===== config.mk =====
export PLATFORM = sky130hd
export DESIGN_NAME = vid_pixel_formatter
export DESIGN_NICKNAME = d
export VERILOG_FILES = /design/src/rtl/vpf_pkg.sv /design/src/rtl/vpf_ctrl.sv /design/src/rtl/vpf_datapath.sv /design/src/rtl/vid_pixel_formatter.sv
export SDC_FILE = /design/constraint.sdc
export NUM_CORES = 1
export LEC_CHECK = 0
export CORE_ASPECT_RATIO = 0.75
export CORE_MARGIN = 4
export CORE_UTILIZATION = 65
export CTS_BUF_LIST = sky130_fd_sc_hd__clkbuf_16
export DETAILED_ROUTE_END_ITERATION = 8
export DONT_BUFFER_PORTS = 1
export GPL_TIMING_DRIVEN = 0
export PLACE_DENSITY = 0.87
export SYNTH_ARGS = -nofsm -noshare
export SYNTH_HDL_FRONTEND = slang
export SYNTH_HIERARCHICAL = 1
export SYNTH_SLANG_ARGS = --single-unit

===== constraint.sdc =====
create_clock -name clk -period 1.61 [get_ports clk]
set_input_delay 0.161 -clock clk [delete_from_list [all_inputs] [get_ports clk]]
set_output_delay 0.161 -clock clk [all_outputs]
set_load 0.01 [all_outputs]

===== src/rtl/vpf_pkg.sv =====
package vpf_pkg;

  // Strobes from the control unit to the capture datapath
  typedef struct packed {
    logic clear;   // synchronous clear of all capture state
    logic wide;    // latched format: 1 = single-edge full word
    logic hiEn;    // load the high half on the falling edge
    logic cfgEn;   // sample the configuration byte
  } strobe_t;

endpackage


===== src/rtl/vpf_ctrl.sv =====
module vpf_ctrl (
  input  logic              clk,
  input  logic              rstN,
  input  logic              wideSel,
  output vpf_pkg::strobe_t  strb,
  output logic              modeWide
);

  logic modeLatch;

  // Format pin is only honoured while reset is asserted
  always_ff @(posedge clk) begin
    if (!rstN) modeLatch <= wideSel;
  end

  always_comb begin
    strb.clear = !rstN;
    strb.wide  = modeLatch;
    strb.hiEn  = !modeLatch;
    strb.cfgEn = !modeLatch;
  end

  assign modeWide = modeLatch;

endmodule


===== src/rtl/vpf_datapath.sv =====
module vpf_datapath #(
  parameter int HALF_W = 12,
  parameter int CH_W   = 8,
  parameter int CTL_W  = 3,
  parameter int CFG_W  = 8,
  localparam int PIX_W  = 2 * HALF_W,
  localparam int NUM_CH = PIX_W / CH_W,
  localparam int CTLV_W = 2 * NUM_CH
) (
  input  logic                 clk,
  input  vpf_pkg::strobe_t     strb,
  input  logic [PIX_W-1:0]     pixIn,
  input  logic                 deIn,
  input  logic                 hsyncIn,
  input  logic                 vsyncIn,
  input  logic [CTL_W-1:0]     ctlIn,
  output logic [PIX_W-1:0]     encData,
  output logic [CTLV_W-1:0]    encCtl,
  output logic [NUM_CH-1:0]    encDe,
  output logic [CFG_W-1:0]     cfgData
);

  localparam int CFG_LSB = PIX_W - CFG_W;

  logic [PIX_W-1:0]  capPix;
  logic [HALF_W-1:0] hiHalf;
  logic              capDe, capHs, capVs;
  logic [CTL_W-1:0]  capCtl;
  logic [CFG_W-1:0]  cfgReg;
  logic [PIX_W-1:0]  joinedPix;
  logic [CTLV_W-1:0] ctlVec;

  // Rising-edge capture: full word or low half, plus qualifiers
  always_ff @(posedge clk) begin
    if (strb.clear) begin
      capPix <= '0;
      capDe  <= 1'b0;
      capHs  <= 1'b0;
      capVs  <= 1'b0;
      capCtl <= '0;
    end else begin
      capPix <= pixIn;
      capDe  <= deIn;
      capHs  <= hsyncIn;
      capVs  <= vsyncIn;
      capCtl <= ctlIn;
    end
  end

  // Falling-edge capture of the second half in narrow mode
  always_ff @(negedge clk) begin
    if (strb.clear)     hiHalf <= '0;
    else if (strb.hiEn) hiHalf <= pixIn[HALF_W-1:0];
  end

  // Configuration byte from the idle upper lines
  always_ff @(posedge clk) begin
    if (strb.clear)      cfgReg <= '0;
    else if (strb.cfgEn) cfgReg <= pixIn[CFG_LSB +: CFG_W];
  end

  assign cfgData   = cfgReg;
  assign joinedPix = strb.wide ? capPix : {hiHalf, capPix[HALF_W-1:0]};

  always_comb begin
    ctlVec = '0;
    ctlVec[1:0] = {capVs, capHs};
    ctlVec[2 +: CTL_W] = capCtl;
  end

  // Per-channel output stage
  for (genvar c = 0; c < NUM_CH; c++) begin : g_chan
    always_ff @(posedge clk) begin
      if (strb.clear) begin
        encData[c*CH_W +: CH_W] <= '0;
        encCtl[2*c +: 2]        <= '0;
        encDe[c]                <= 1'b0;
      end else begin
        encData[c*CH_W +: CH_W] <= capDe ? joinedPix[c*CH_W +: CH_W] : '0;
        encCtl[2*c +: 2]        <= capDe ? 2'b00 : ctlVec[2*c +: 2];
        encDe[c]                <= capDe;
      end
    end
  end

endmodule


===== src/rtl/vid_pixel_formatter.sv =====
module vid_pixel_formatter #(
  parameter int HALF_W = 12,
  parameter int CH_W   = 8,
  parameter int CTL_W  = 3,
  parameter int CFG_W  = 8,
  localparam int PIX_W  = 2 * HALF_W,
  localparam int NUM_CH = PIX_W / CH_W
) (
  input  logic                  clk,
  input  logic                  rstN,
  input  logic                  wideSel,
  input  logic [PIX_W-1:0]      pixIn,
  input  logic                  deIn,
  input  logic                  hsyncIn,
  input  logic                  vsyncIn,
  input  logic [CTL_W-1:0]      ctlIn,
  output logic [PIX_W-1:0]      encData,
  output logic [2*NUM_CH-1:0]   encCtl,
  output logic [NUM_CH-1:0]     encDe,
  output logic [CFG_W-1:0]      cfgData
);

  vpf_pkg::strobe_t strb;
  logic             modeWide;

  vpf_ctrl u_ctrl (
    .clk      (clk),
    .rstN     (rstN),
    .wideSel  (wideSel),
    .strb     (strb),
    .modeWide (modeWide)
  );

  vpf_datapath #(
    .HALF_W (HALF_W),
    .CH_W   (CH_W),
    .CTL_W  (CTL_W),
    .CFG_W  (CFG_W)
  ) u_dp (
    .clk     (clk),
    .strb    (strb),
    .pixIn   (pixIn),
    .deIn    (deIn),
    .hsyncIn (hsyncIn),
    .vsyncIn (vsyncIn),
    .ctlIn   (ctlIn),
    .encData (encData),
    .encCtl  (encCtl),
    .encDe   (encDe),
    .cfgData (cfgData)
  );

endmodule


==> flow_metrics.py <==
metrics = {
    "global_route": {
        "grt_busiest_layer": "met2",
        "use_met2": 0.425,
        "track_usage": 0.249,
        "grt_pass1_wl_mm": 8.67,
        "grt_use_met3": 0.0879,
        "antenna_found_initial": 0,
        "grt_max_degree": 14,
        "grt-ovfl-total": 0,
        "grt_pass1_vias": 1706,
        "grt_use_met1": 0.275,
    },
    "finish": {
        "final_cell_count_no_fill": 328,
        "syn2layout_area_growth_pct": 32.0,
        "antenna_cells": 0,
        "fillerInstances": 155,
        "design_area_mm2": 0.00334,
        "drive_above_1_share": 0.130,
        "seq_area_mm2": 0.00163,
        "multi_input_area_um2": 802,
        "nets": 304,
        "fin_util": 0.901,
    },
    "timing": {
        "fin_hold_ws_ns": 0.0307,
        "rsz0062_at_grt": "yes",
        "fin_ws_ns": -0.272,
        "tns_ns": -2.80,
        "finalSetupViolCount": 13,
        "hold_viol": 0,
        "finClkSkew_ns": 0.0820,
        "drv_slew": 0,
    },
    "power": {
        "p_leak_nw": 1.54,
        "finalPower_mw": 4.77,
        "power.density_mw_per_mm2": 1430,
        "ir_drop_uv": 1170,
    },
    "place": {
        "gp_congestion": 0.734,
        "dp_slack_ns": -0.333,
        "dpl_cell_area_mm2": 0.00261,
        "placed_cells": 267,
        "numPortBuffers": 0,
        "dp_hpwl_mm": 3.29,
    },
    "hold_path": {
        "whs_path_depth": 1,
        "hold_path.class": "input port to flop",
    },
    "worst_setup_path": {
        "r2r_setup_slack_ns": -0.27,
        "critPathMaxStageDelay_ns": 0.43,
        "cp_max_fo": 5,
        "start_kind": "flop",
        "crit_type": "flop to flop",
        "reg2reg_depth": 4,
        "cp.required_ns": 1.06,
        "cp_cell_sequence": "inv_4, buf_12, mux2i_4, nor2_1",
        "cpMaxStageDelayCell": "edfxtp_1",
        "cp-end-kind": "flop",
        "crit_arrival_ns": 1.33,
    },
    "synthesis": {
        "synth_top_cell_by_area": "dfxtp_1",
        "synth_top_family_by_area": "simple AND/OR/NAND/NOR gates",
        "synth.top_cell.area_share": 0.632,
        "synth_area_per_cell_um2": 11.8,
        "synthMuxAreaShare": 0.126,
        "synth_compound_gate_area_share": 0,
        "synth_area_leaders": "dfxtp_1 63%, mux2i_1 13%, and2b_1 5.3%",
        "synth_simple_gate_area_frac": 0.179,
        "netlist_area_mm2": 0.00253,
        "yosysSeqAreaShare": 0.644,
        "synth_xor_area_frac": 0,
        "syn_nets": 248,
        "synth_cell_type_count": 15,
        "syn_inst": 215,
        "synth_warnings": 6,
        "synth_fa_ha_area_frac": 0,
        "ys_seq_elements": 81,
    },
    "clock_network": {
        "cts_buffers": 9,
        "cts_tree": "done",
        "ctsHtreeMaxLevel": 3,
        "clockRootBuffer": "clkbuf_16",
        "clk_latency_ns": 0.41,
        "path_clk_slew_ns": 0.06,
        "cts_sinks": 81,
        "cts_max_path_buffers": 2,
    },
    "route": {
        "avgViaCountPerCell": 5.04,
        "ant_nets": 0,
        "wl_per_cell_um": 18.9,
        "remaining_drc_errors": 0,
        "dr_total_vias": 1654,
        "routed_wl_mm": 6.20,
        "drt_iter0_drc": 171,
        "dr.pass1.iters": 4,
    },
    "run_status": {
        "violations": "negative setup slack",
        "status": "complete, but fails checks",
    },
    "die": {
        "dieArea_mm2": 0.00497,
        "core-area_mm2": 0.00371,
        "io_pins": 74,
        "floorplan.initialDensity": 0.683,
        "die_w_um": 80.1,
        "rows": 19,
        "fp.dieH_um": 62.1,
    },
    "flow_run": {
        "drv_cap": 0,
    },
}
cell usage after synthesis (all sizes together):
| cell type | instances |
|---|---|
| dfxtp | 80 |
| nor2 | 33 |
| mux2i | 32 |
| and2b | 18 |
| and2 | 17 |
| buf | 12 |
| nor2b | 12 |
| clkbuf | 4 |
| inv | 4 |
| conb | 1 |
| edfxtp | 1 |
| nand2b | 1 |
area by class of cell:
type	count	share of cell area
Clock inverter	18	0.0329
Timing Repair Buffer	35	0.108
Tap cell	52	0.0195
Clock buffer	10	0.0749
Inverter	3	0.00412
Multi-Input combinational cell	114	0.240
Sequential cell	81	0.488
Buffer	15	0.0329
layout by cell type (no fill, tap or decap), drive strengths merged:
master and n:
bufinv 2, inv 15, and2 17, dlygate4sd3 31, nor2b 12, buf 15, clkinv 4, nand2b 1
conb 1, and2b 18, edfxtp 1, nor2 33, mux2i 32, clkbuf 14, dfxtp 80
worst max-delay path, delay by kind of cell, from the launching register on:
family,cells,cell delay [ns]
mux,1,0.23
flops,1,0.43
simple gates,1,0.06
buf+inv,2,0.28
logic make-up after synthesis:
logic type             Yosys count
and+or+nand+nor                 81
DFF                             81
other                            1
buffers and inverters           20
muxes                           32
per-layer routing:
layer	up-vias	wire [um]
met5	-	0
met3	15	451
li1	775	-
met2	77	3130
met4	0	152
met1	787	2460
final timing paths:
path                   startpoint              end
setup / recovery  u_ctrl/modeWide   u_dp/hiHalf[0]
hold / removal               rstN  u_ctrl/modeWide
setup reg to reg  u_ctrl/modeWide   u_dp/hiHalf[0]
hold reg to reg    u_dp/capPix[8]  u_dp/encData[8]
flip-flops by register name (all words and copies together), names as in the netlist:
signal	count
u_ctrl/modeWide	1
u_dp/capCtl	3
u_dp/capDe	1
u_dp/capHs	1
u_dp/capPix	24
u_dp/capVs	1
u_dp/cfgData	8
u_dp/encCtl	5
u_dp/encData	24
u_dp/encDe	1
u_dp/hiHalf	12
report_power, final:
| part | switching [mW] | internal, mW | leakage [nW] | total (mW) |
|---|---|---|---|---|
| registers | 0.0630 | 2.10 | 0.668 | 2.17 |
| clock network | 0.883 | 1.39 | 0.225 | 2.28 |
| logic | 0.144 | 0.186 | 0.645 | 0.330 |
| total | 1.09 | 3.68 | 1.54 | 4.77 |
repair_timing:
item | in CTS | in global routing
gates cloned | 1 | 0
endpoints found under the hold margin | 38 | 0
setup endpoints to repair | 12 | 12
gates resized for setup | 4 | 5
pin swaps | 0 | 0
buffers inserted | 1 | 2
hold buffers | 31 | 0
(Power assumes the default switching activity.)
